`src/rtl/usb_dport_pkg.sv`:
```
// Shared types and field positions for the downstream port controller.
// Assumes: field positions are fixed by software, codes by the transceiver.
package usb_dport_pkg;

    localparam int CTL_W         = 3;
    localparam int STS_W         = 2;
    localparam int CTL_RSM       = 0;
    localparam int CTL_EN        = 1;
    localparam int CTL_RST       = 2;
    localparam int FLG_DET       = 0;
    localparam int FLG_EOF       = 1;
    localparam int FRAME_W       = 11;
    localparam int UF_PER_FRAME  = 8;
    localparam int UF_W          = $clog2(UF_PER_FRAME);

    typedef enum logic [2:0] {
        PS_DISABLED  = 3'd0,
        PS_BUSRESET  = 3'd1,
        PS_ACTIVE    = 3'd2,
        PS_STOPPING  = 3'd3,
        PS_SUSPENDED = 3'd4,
        PS_RESUMING  = 3'd5
    } port_state_e;

    typedef enum logic [1:0] {
        LS_RELEASE = 2'd0,
        LS_J       = 2'd1,
        LS_K       = 2'd2,
        LS_SE0     = 2'd3
    } line_state_e;

endpackage

```
`src/rtl/dport_ctrl_regs.sv`:
```
// Control bits and sticky status flags of the port.
// Applies the legality rules for the enable and resume bits, forces them low
// during bus reset, and drops enable on a fault event.
// Assumes: events are one-cycle pulses; state is the registered port state.
module dport_ctrl_regs
    import usb_dport_pkg::*;
(
    input  logic             clk,
    input  logic             rst_n,
    input  logic             ctl_we,
    input  logic [CTL_W-1:0] ctl_wdata,
    input  logic             sts_we,
    input  logic [STS_W-1:0] sts_wdata,
    input  logic             detach_evt,
    input  logic             eoferr_evt,
    input  port_state_e      state,
    output logic             rst_bit,
    output logic             en_bit,
    output logic             rsm_bit,
    output logic             drop_pulse,
    output logic [STS_W-1:0] flags
);

    logic             rst_d, en_d, rsm_d;
    logic             reset_end, resume_end, fault;
    logic [STS_W-1:0] flags_d;
    logic [STS_W-1:0] evt_vec;

    // Fault: an event while the port is enabled.
    assign fault   = (detach_evt || eoferr_evt) && en_bit;
    assign evt_vec = {eoferr_evt, detach_evt};

    // Next values of the control bits from a write and from faults.
    always_comb begin
        rst_d      = rst_bit;
        en_d       = en_bit;
        rsm_d      = rsm_bit;
        reset_end  = 1'b0;
        resume_end = 1'b0;
        if (ctl_we) begin
            rst_d      = ctl_wdata[CTL_RST];
            reset_end  = rst_bit && !ctl_wdata[CTL_RST];
            resume_end = rsm_bit && !ctl_wdata[CTL_RSM];
            if (ctl_wdata[CTL_RST]) begin
                en_d  = 1'b0;
                rsm_d = 1'b0;
            end else begin
                rsm_d = ctl_wdata[CTL_RSM] &&
                        (rsm_bit || state == PS_SUSPENDED);
                en_d  = ctl_wdata[CTL_EN] &&
                        (en_bit || reset_end || resume_end);
            end
        end
        if (fault) begin
            en_d = 1'b0;
        end
    end

    // Next value of the sticky flags: an event wins over a clear.
    always_comb begin
        flags_d = flags;
        if (sts_we) begin
            flags_d = flags & ~sts_wdata;
        end
        flags_d = flags_d | evt_vec;
    end

    // Register update of control bits, flags and the fault marker.
    always_ff @(posedge clk) begin
        if (!rst_n) begin
            rst_bit    <= 1'b0;
            en_bit     <= 1'b0;
            rsm_bit    <= 1'b0;
            drop_pulse <= 1'b0;
            flags      <= '0;
        end else begin
            rst_bit    <= rst_d;
            en_bit     <= en_d;
            rsm_bit    <= rsm_d;
            drop_pulse <= fault;
            flags      <= flags_d;
        end
    end

endmodule

```
`src/rtl/dport_port_fsm.sv`:
```
// Port state sequencer. Follows the registered control bits one cycle later
// and decides when the frame timer runs.
// Assumes: drop_pulse marks a hardware-cleared enable; frame_tick is the
// timer's boundary in the current cycle.
module dport_port_fsm
    import usb_dport_pkg::*;
(
    input  logic        clk,
    input  logic        rst_n,
    input  logic        rst_bit,
    input  logic        en_bit,
    input  logic        rsm_bit,
    input  logic        drop_pulse,
    input  logic        frame_tick,
    output port_state_e state,
    output logic        run
);

    port_state_e state_d;

    // Timer runs while the port is active or finishing its last frame.
    always_comb begin
        run = 1'b0;
        if (!rst_bit) begin
            run = (state == PS_ACTIVE && !drop_pulse) ||
                  (state == PS_STOPPING);
        end
    end

    // Next-state decision.
    always_comb begin
        state_d = state;
        if (rst_bit) begin
            state_d = PS_BUSRESET;
        end else begin
            case (state)
                PS_BUSRESET:  state_d = en_bit ? PS_ACTIVE : PS_DISABLED;
                PS_ACTIVE: begin
                    if (drop_pulse)       state_d = PS_DISABLED;
                    else if (!en_bit)     state_d = frame_tick ? PS_SUSPENDED
                                                               : PS_STOPPING;
                end
                PS_STOPPING:  if (frame_tick) state_d = PS_SUSPENDED;
                PS_SUSPENDED: begin
                    if (rsm_bit)          state_d = PS_RESUMING;
                    else if (en_bit)      state_d = PS_ACTIVE;
                end
                PS_RESUMING:  if (!rsm_bit) state_d = en_bit ? PS_ACTIVE
                                                             : PS_SUSPENDED;
                default:      state_d = state;
            endcase
        end
    end

    // State register.
    always_ff @(posedge clk) begin
        if (!rst_n) state <= PS_DISABLED;
        else        state <= state_d;
    end

endmodule

```
`src/rtl/dport_sof_timer.sv`:
```
// Frame divider and frame-number counter.
// Divides the clock to one (micro)frame, strobes SOF on each boundary and
// advances the 11-bit frame number (every eighth microframe at high speed).
// Assumes: hs_mode only changes while the timer is stopped.
module dport_sof_timer
    import usb_dport_pkg::*;
#(
    parameter int UFRAME_CYCLES = 15625
) (
    input  logic               clk,
    input  logic               rst_n,
    input  logic               run,
    input  logic               hs_mode,
    input  logic               clear_num,
    output logic               tick,
    output logic               sof_pulse,
    output logic [FRAME_W-1:0] frame_num
);

    localparam int FS_CYCLES = UFRAME_CYCLES * UF_PER_FRAME;
    localparam int CNT_W     = $clog2(FS_CYCLES);

    logic [CNT_W-1:0] cnt;
    logic [CNT_W-1:0] last;
    logic [UF_W-1:0]  uf_idx;

    // Terminal count for the selected speed.
    assign last = hs_mode ? CNT_W'(UFRAME_CYCLES - 1) : CNT_W'(FS_CYCLES - 1);
    assign tick = run && (cnt == last);

    // Cycle counter within the current (micro)frame.
    always_ff @(posedge clk) begin
        if (!rst_n || !run || tick) cnt <= '0;
        else                        cnt <= cnt + 1'b1;
    end

    // SOF strobe, one cycle per boundary.
    always_ff @(posedge clk) begin
        if (!rst_n) sof_pulse <= 1'b0;
        else        sof_pulse <= tick;
    end

    // Frame number and microframe index.
    always_ff @(posedge clk) begin
        if (!rst_n || clear_num) begin
            frame_num <= '0;
            uf_idx    <= '0;
        end else if (tick) begin
            if (hs_mode) begin
                uf_idx <= uf_idx + 1'b1;
                if (uf_idx == UF_W'(UF_PER_FRAME - 1)) begin
                    frame_num <= frame_num + 1'b1;
                end
            end else begin
                uf_idx    <= '0;
                frame_num <= frame_num + 1'b1;
            end
        end
    end

endmodule

```
`src/rtl/usb_dport_ctrl.sv`:
```
// Top of the downstream port controller: control registers, port sequencer,
// frame timer and line-state encoder.
// Assumes: UFRAME_CYCLES is the clock count of 125 us; inputs are synchronous.
module usb_dport_ctrl
    import usb_dport_pkg::*;
#(
    parameter int UFRAME_CYCLES = 15625
) (
    input  logic               clk,
    input  logic               rst_n,
    input  logic               hs_mode,
    input  logic               ctl_we,
    input  logic [CTL_W-1:0]   ctl_wdata,
    input  logic               sts_we,
    input  logic [STS_W-1:0]   sts_wdata,
    input  logic               detach_evt,
    input  logic               eoferr_evt,
    output logic [CTL_W-1:0]   ctl_rdata,
    output logic [STS_W-1:0]   sts_rdata,
    output logic [2:0]         port_state,
    output logic [1:0]         line_state,
    output logic               sof_pulse,
    output logic [FRAME_W-1:0] frame_num
);

    logic        rst_bit, en_bit, rsm_bit, drop_pulse;
    logic        run, tick;
    port_state_e state;
    line_state_e line_d;

    dport_ctrl_regs i_regs (
        .clk        (clk),
        .rst_n      (rst_n),
        .ctl_we     (ctl_we),
        .ctl_wdata  (ctl_wdata),
        .sts_we     (sts_we),
        .sts_wdata  (sts_wdata),
        .detach_evt (detach_evt),
        .eoferr_evt (eoferr_evt),
        .state      (state),
        .rst_bit    (rst_bit),
        .en_bit     (en_bit),
        .rsm_bit    (rsm_bit),
        .drop_pulse (drop_pulse),
        .flags      (sts_rdata)
    );

    dport_port_fsm i_fsm (
        .clk        (clk),
        .rst_n      (rst_n),
        .rst_bit    (rst_bit),
        .en_bit     (en_bit),
        .rsm_bit    (rsm_bit),
        .drop_pulse (drop_pulse),
        .frame_tick (tick),
        .state      (state),
        .run        (run)
    );

    dport_sof_timer #(
        .UFRAME_CYCLES (UFRAME_CYCLES)
    ) i_timer (
        .clk        (clk),
        .rst_n      (rst_n),
        .run        (run),
        .hs_mode    (hs_mode),
        .clear_num  (state == PS_BUSRESET),
        .tick       (tick),
        .sof_pulse  (sof_pulse),
        .frame_num  (frame_num)
    );

    // Line-state request: SE0 in reset, K while resuming, idle otherwise.
    always_comb begin
        if (rst_bit)                   line_d = LS_SE0;
        else if (rsm_bit)              line_d = LS_K;
        else if (state == PS_DISABLED) line_d = LS_RELEASE;
        else                           line_d = LS_J;
    end

    assign line_state = line_d;
    assign port_state = state;
    assign ctl_rdata  = {rst_bit, en_bit, rsm_bit};

endmodule

```
`config.mk`:
```
export PLATFORM = sky130hd
export DESIGN_NAME = usb_dport_ctrl
export DESIGN_NICKNAME = d
export VERILOG_FILES = /design/src/rtl/usb_dport_pkg.sv /design/src/rtl/dport_ctrl_regs.sv /design/src/rtl/dport_port_fsm.sv /design/src/rtl/dport_sof_timer.sv /design/src/rtl/usb_dport_ctrl.sv
export SDC_FILE = /design/constraint.sdc
export NUM_CORES = 1
export LEC_CHECK = 0
export ABC_AREA = 1
export CORE_AREA = 2 2 62 79
export CTS_CLUSTER_SIZE = 8
export DETAILED_ROUTE_END_ITERATION = 6
export DIE_AREA = 0 0 64 81
export PLACE_DENSITY = 0.89
export SLEW_MARGIN = 15
export SYNTH_ARGS = -nofsm -noshare
export SYNTH_HDL_FRONTEND = slang
export SYNTH_SLANG_ARGS = --single-unit
```
`constraint.sdc`:
```
create_clock -name clk -period 2 [get_ports clk]
set_input_delay 0.4 -clock clk [delete_from_list [all_inputs] [get_ports clk]]
set_output_delay 0.4 -clock clk [all_outputs]
set_load 0.02 [all_outputs]
```
==> results of run 1 <==
[how the worst max path moves through the flow]
stage | startpoint | endpoint | slack, ps
3_5_place_dp | hs_mode | i_timer.frame_num[7] | -280
5_1_grt | i_timer.cnt[1] | i_timer.cnt[16] | 0.8
2_1_floorplan | i_fsm.state[0] | i_timer.frame_num[3] | 280
3_3_place_gp | hs_mode | i_timer.frame_num[7] | -220
4_1_cts | i_regs.rst_bit | line_state[1] | 7
6_report | i_regs.rst_bit | line_state[1] | 130
[worst max-delay path, cell delays in order, from the launching register on]
cell and delay, ps:
dfxtp_2 400, inv_1 100, nand2_1 90, clkdlybuf4s50_1 600
[stage by stage]
step / power (mW) / setup WS (ps) / TNS, ps / instances
after global placement: 0.978 / -221 / -4680 / 461
after floorplan: 0.913 / 278 / 0 / 355
final: 1.50 / 126 / 0 / 468
after CTS: 1.51 / 7.48 / 0 / 468
after detailed placement: 0.979 / -280 / -5700 / 461
after global routing: 1.56 / 0.763 / 0 / 468
[metal layers]
metal,routed length (um),GRT usage (%),vias up,part of all wire [%]
li1,-,-,1246,-
met1,2220,24.4,1074,41
met2,2770,40.6,84,51
met3,272,4.99,23,5.0
met4,172,10.7,0,3.2
met5,0,0,-,0
[state kept, by name, summed over array words and instances, names as in the netlist]
name               cells
i_regs.en_bit          1
i_regs.drop_pulse      1
i_timer.frame_num     11
i_timer.uf_idx         3
i_fsm.state            3
i_regs.rst_bit         1
i_regs.flags           2
i_timer.cnt           17
i_timer.sof_pulse      1
i_regs.rsm_bit         1
[cell usage in the layout (no fill, tap or decap), drive strengths merged, types with 4 or more instances in the layout]
cell type,count
nand2,87
nor2,60
inv,53
dfxtp,41
clkdlybuf4s50,31
nand3,23
a21oi,21
buf,18
o21ai,15
nor3,15
clkbuf,7
nand4,5
nor4,5
ha,4
[area by class of cell]
type,instances,area (um^2)
clock buffer,7,86.3
fill,393,1570
inverter,53,199
multi-input combinational,256,1280
sequential,41,823
tap,60,75.1
timing repair buffer,51,479
[cells by family after synthesis]
kind of cell / Yosys count / share of synthesized area [%]
adders and majority gates: 4 / 2.14
xor gates and xnor gates: 3 / 1.13
DFF: 41 / 35.2
AOI/OAI and AO/OA: 48 / 12.3
buffers and inverters: 58 / 10.3
and+or+nand+nor: 201 / 39.0
[power breakdown]
group | switching [mW] | internal, mW | leakage, nW
Combinational | 0.0671 | 0.0630 | 0.789
Clock | 0.268 | 0.274 | 0.0443
Sequential | 0.00775 | 0.822 | 0.332
Total | 0.343 | 1.16 | 1.17
[repair_timing]
| action | 4_1_cts | 5_1_grt |
|---|---|---|
| resized for setup | 1 | 6 |
| hold buffers | 0 | 0 |
| setup buffers | 0 | 0 |
| pin swaps | 0 | 1 |
| endpoints found under the setup margin | 1 | 35 |
==> impl_metrics.tcl, run 1 <==
set metrics [dict create \
    outcome "finished clean" \
    stdcell_area_um2 2950 \
    min_period_ps 1870 \
    rsz0062_at_grt "no" \
    yosys.area.top_type "dfxtp_1" \
    grt_remaining_overflow 0 \
    dieArea_um2 5180 \
    r2r_end "i_timer.cnt[14]" \
    grt_max_degree 13 \
    clk_latency_ps 290 \
    vias 2427 \
    grt_pass1_wl_mm 9.26 \
    worstSetupPathType "reg2out" \
    die_w_um 64 \
    placement.io_buffers 33 \
    hold_viol 0 \
    synthArstFlopShare_pct 0 \
    leakage_nw 1.17 \
    place_congestion 0.995 \
    holdWs_ps 456 \
    worst_pin_slew_ps 532 \
    netlist.area_leader.share_pct 35.2 \
    synth-edff-count 0 \
    drt_iter0_markers 207 \
    synthDistinctLibCells 37 \
    area_growth_pct 26.3 \
    drv_slew 0 \
    synth-main-ff-cell "dfxtp_1" \
    drv_cap 0 \
    crit_required_ps 1600 \
    min_to "i_timer.cnt[0]" \
    min_path_cells 1 \
    p_per_area_nw_per_um2 510 \
    synthesis.instances 355 \
    cts_sinks 41 \
    final_util_pct 65.2 \
    ctsHtreeMaxLevel 2 \
    dr.pass1.iters 4 \
    min_period_over_period_pct 93.7 \
    rows 28 \
    critPathLaunchType "flip-flop" \
    worst_ir_drop_vdd_mv 0.444 \
    r2r-start "i_timer.cnt[1]" \
    holdCritPathClass "reg2reg" \
    reg2reg_setup_slack_ps 190 \
    cts_tree "yes" \
    synthTopCellsByCount "nand2_1, nor2_1, inv_1" \
    fmax_mhz 534 \
    hp-start "i_timer.cnt[0]" \
    tritoncts.num_buffers 5 \
    drc 0 \
    dieHeight_um 81 \
    dp_hpwl_mm 4.16 \
    start_util_pct 51.7 \
    nNetsFinal 424 \
    yosys_warnings 0 \
    wl_per_cell_um 11.6 \
    io_pins 34 \
    setup_viol 0 \
    antenna_found_initial 0 \
    synthTopCellsByArea "dfxtp_1, nand2_1, nor2_1" \
    cts_buffer_depth 2 \
    syn_area_per_cell_um2 6.58 \
    antennaDiodeCount 0 \
    relSlewSlack_pct 64.2 \
    core_um2 4520 \
    r2r_cells 9 \
    netlist_area_um2 2330 \
    seq_area_frac_synth_pct 35.2 \
    synth_fp_nets 371 \
    place_area_um2 2850 \
    clock-root-buffer "clkbuf_8" \
    via_per_inst 5.19 \
    path_clk_slew_ps 70 \
    ys_ff_latch 41 \
    cp.arrival_ps 1470 \
    drive_gt1_share_pct 11.3 \
    ant_nets 0 \
    synthMostInstantiatedCell "nand2_1" \
    grt_pass1_vias 2264 \
    finClkSkew_ps 13.7 \
    wl_mm 5.43 \
    grt_use_total_pct 22.3 \
    cp_max_fo 5 \
    crit_path_end_kind "output port" \
]
(Power assumes the default switching activity.)
==> inputs of run 2 (changes only) <==
--- a/config.mk
+++ b/config.mk
@@ -11,6 +11,7 @@
 export DETAILED_ROUTE_END_ITERATION = 6
 export DIE_AREA = 0 0 64 81
 export PLACE_DENSITY = 0.89
+export REMOVE_ABC_BUFFERS = 1
 export SLEW_MARGIN = 15
 export SYNTH_ARGS = -nofsm -noshare
 export SYNTH_HDL_FRONTEND = slang
==> impl_metrics.tcl, run 2 (synthesis gave the netlist of run 1 again) <==
set metrics [dict create \
    outcome "finished clean" \
    largest_reg_flops 17 \
    place_inst 461 \
    start_util_pct 51.7 \
    stdcell_area_um2 2980 \
    wl_mm 5.96 \
    dpl_worst_slack_ps -242 \
    grt_use_total_pct 24.1 \
    clk_latency_ps 310 \
    antennaDiodeCount 0 \
    fmax_mhz 517 \
    cp_top_family "buffers and inverters" \
    slowest_delay_ps 590 \
    grt_pass1_wl_mm 10.0 \
    grt_pass1_vias 2399 \
    antenna_found_initial 0 \
    min_period_over_period_pct 96.7 \
    tritoncts.num_buffers 5 \
    min_path_cells 1 \
    cpMaxStageDelayCell "clkdlybuf4s50_1" \
    regMostFlops "i_timer.cnt" \
    ant_nets 0 \
    worst_ir_drop_vdd_mv 0.546 \
    finClkSkew_ps 10.0 \
    top_regs "i_timer.cnt x17, i_timer.frame_num x11" \
    fin_cells 472 \
    hold_viol 0 \
    path_cells "buf_4 -> clkdlybuf4s50_1" \
    cts_tree "yes" \
    core_um2 4520 \
    total_power_mw 1.58 \
    place_congestion 0.958 \
    clock-root-buffer "clkbuf_8" \
    wl_per_cell_um 12.6 \
    worstSetupPathType "reg2out" \
    p_per_area_nw_per_um2 530 \
    worst_pin_slew_ps 502 \
    cts_buffer_depth 2 \
    relSlewSlack_pct 66.2 \
    crit_required_ps 1600 \
    path_buf_inv 2 \
    io_pins 34 \
    fill_cells 354 \
    min_period_ps 1930 \
    final_common_cell "nand2_1" \
    placement.io_buffers 33 \
    area_growth_pct 27.8 \
    ctsHtreeMaxLevel 2 \
    crit_path_end_kind "output port" \
    r2r_cells 11 \
    seq_area_um2 823 \
    drv_cap 0 \
    dr.pass1.iters 4 \
    layout_common_cells "nand2_1, nor2_1, inv_1, dfxtp_1, clkdlybuf4s50_1" \
    cp_max_fo 4 \
    die_w_um 64 \
    leakage_nw 1.21 \
    via_per_inst 5.35 \
    cp.arrival_ps 1530 \
    drv_slew 0 \
    drive_gt1_share_pct 12.1 \
    multi_input_area_um2 1280 \
    nNetsFinal 427 \
    holdWs_ps 448 \
    drc 0 \
    dp_hpwl_mm 4.24 \
    place_area_um2 2830 \
    dieHeight_um 81 \
    cts_sinks 41 \
    setup_viol 0 \
    worst-path-stages 2 \
    grt_remaining_overflow 0 \
    rows 28 \
    vias 2523 \
    grt_max_degree 13 \
    holdCritPathClass "reg2reg" \
    drt_iter0_markers 169 \
    finalWorstSetupSlack_ps 65.6 \
    critPathLaunchType "flip-flop" \
    path_clk_slew_ps 80 \
    dieArea_um2 5180 \
]
[run 2: layout make-up]
type                            count  area share (%)
Sequential cell                    41            27.6
Inverter                           53            6.67
Timing Repair Buffer               54            16.8
Clock buffer                        7            3.23
Multi-Input combinational cell    256            43.0
Tap cell                           60            2.52
Clock inverter                      1           0.168
[run 2: final timing paths]
| kind | from | to | slack, ps |
|---|---|---|---|
| worst max-delay path | i_fsm.state[0] | port_state[0] | 70 |
| worst min-delay path | i_timer.cnt[0] | i_timer.cnt[0] | 450 |
| worst max register to register | i_timer.cnt[7] | i_timer.frame_num[1] | 110 |
| worst min register to register | i_timer.cnt[0] | i_timer.cnt[0] | 450 |
[run 2: repair_timing]
action | 4_1_cts | 5_1_grt
pin swaps | 0 | 3
hold buffers | 0 | 0
cloned | 0 | 1
endpoints found under the setup margin | 2 | 17
resized for setup | 1 | 10
buffers inserted | 0 | 2
[run 2: power by group]
part           switching (mW)  internal (mW)  leakage (nW)  total, mW
logic                  0.0720         0.0668         0.828      0.139
registers             0.00781          0.822         0.332      0.830
clock network           0.301          0.312        0.0542      0.613
total                   0.381           1.20          1.21       1.58
[run 2: metal layers]
metal	global-route usage [%]	vias to the layer above	routed length (um)
met5	0	-	0
met4	14.6	0	155
met3	4.43	20	308
met2	43.3	98	3200
met1	26.3	1143	2290
li1	-	1262	-
[run 2: metrics by stage]
stage / setup TNS, ps / util [%]
floorplan: 0 / -
global placement: -3000 / 62.7
detailed placement: -4790 / 62.7
CTS: 0 / 65.0
global route: -107 / 66.0
finish: 0 / 66.0
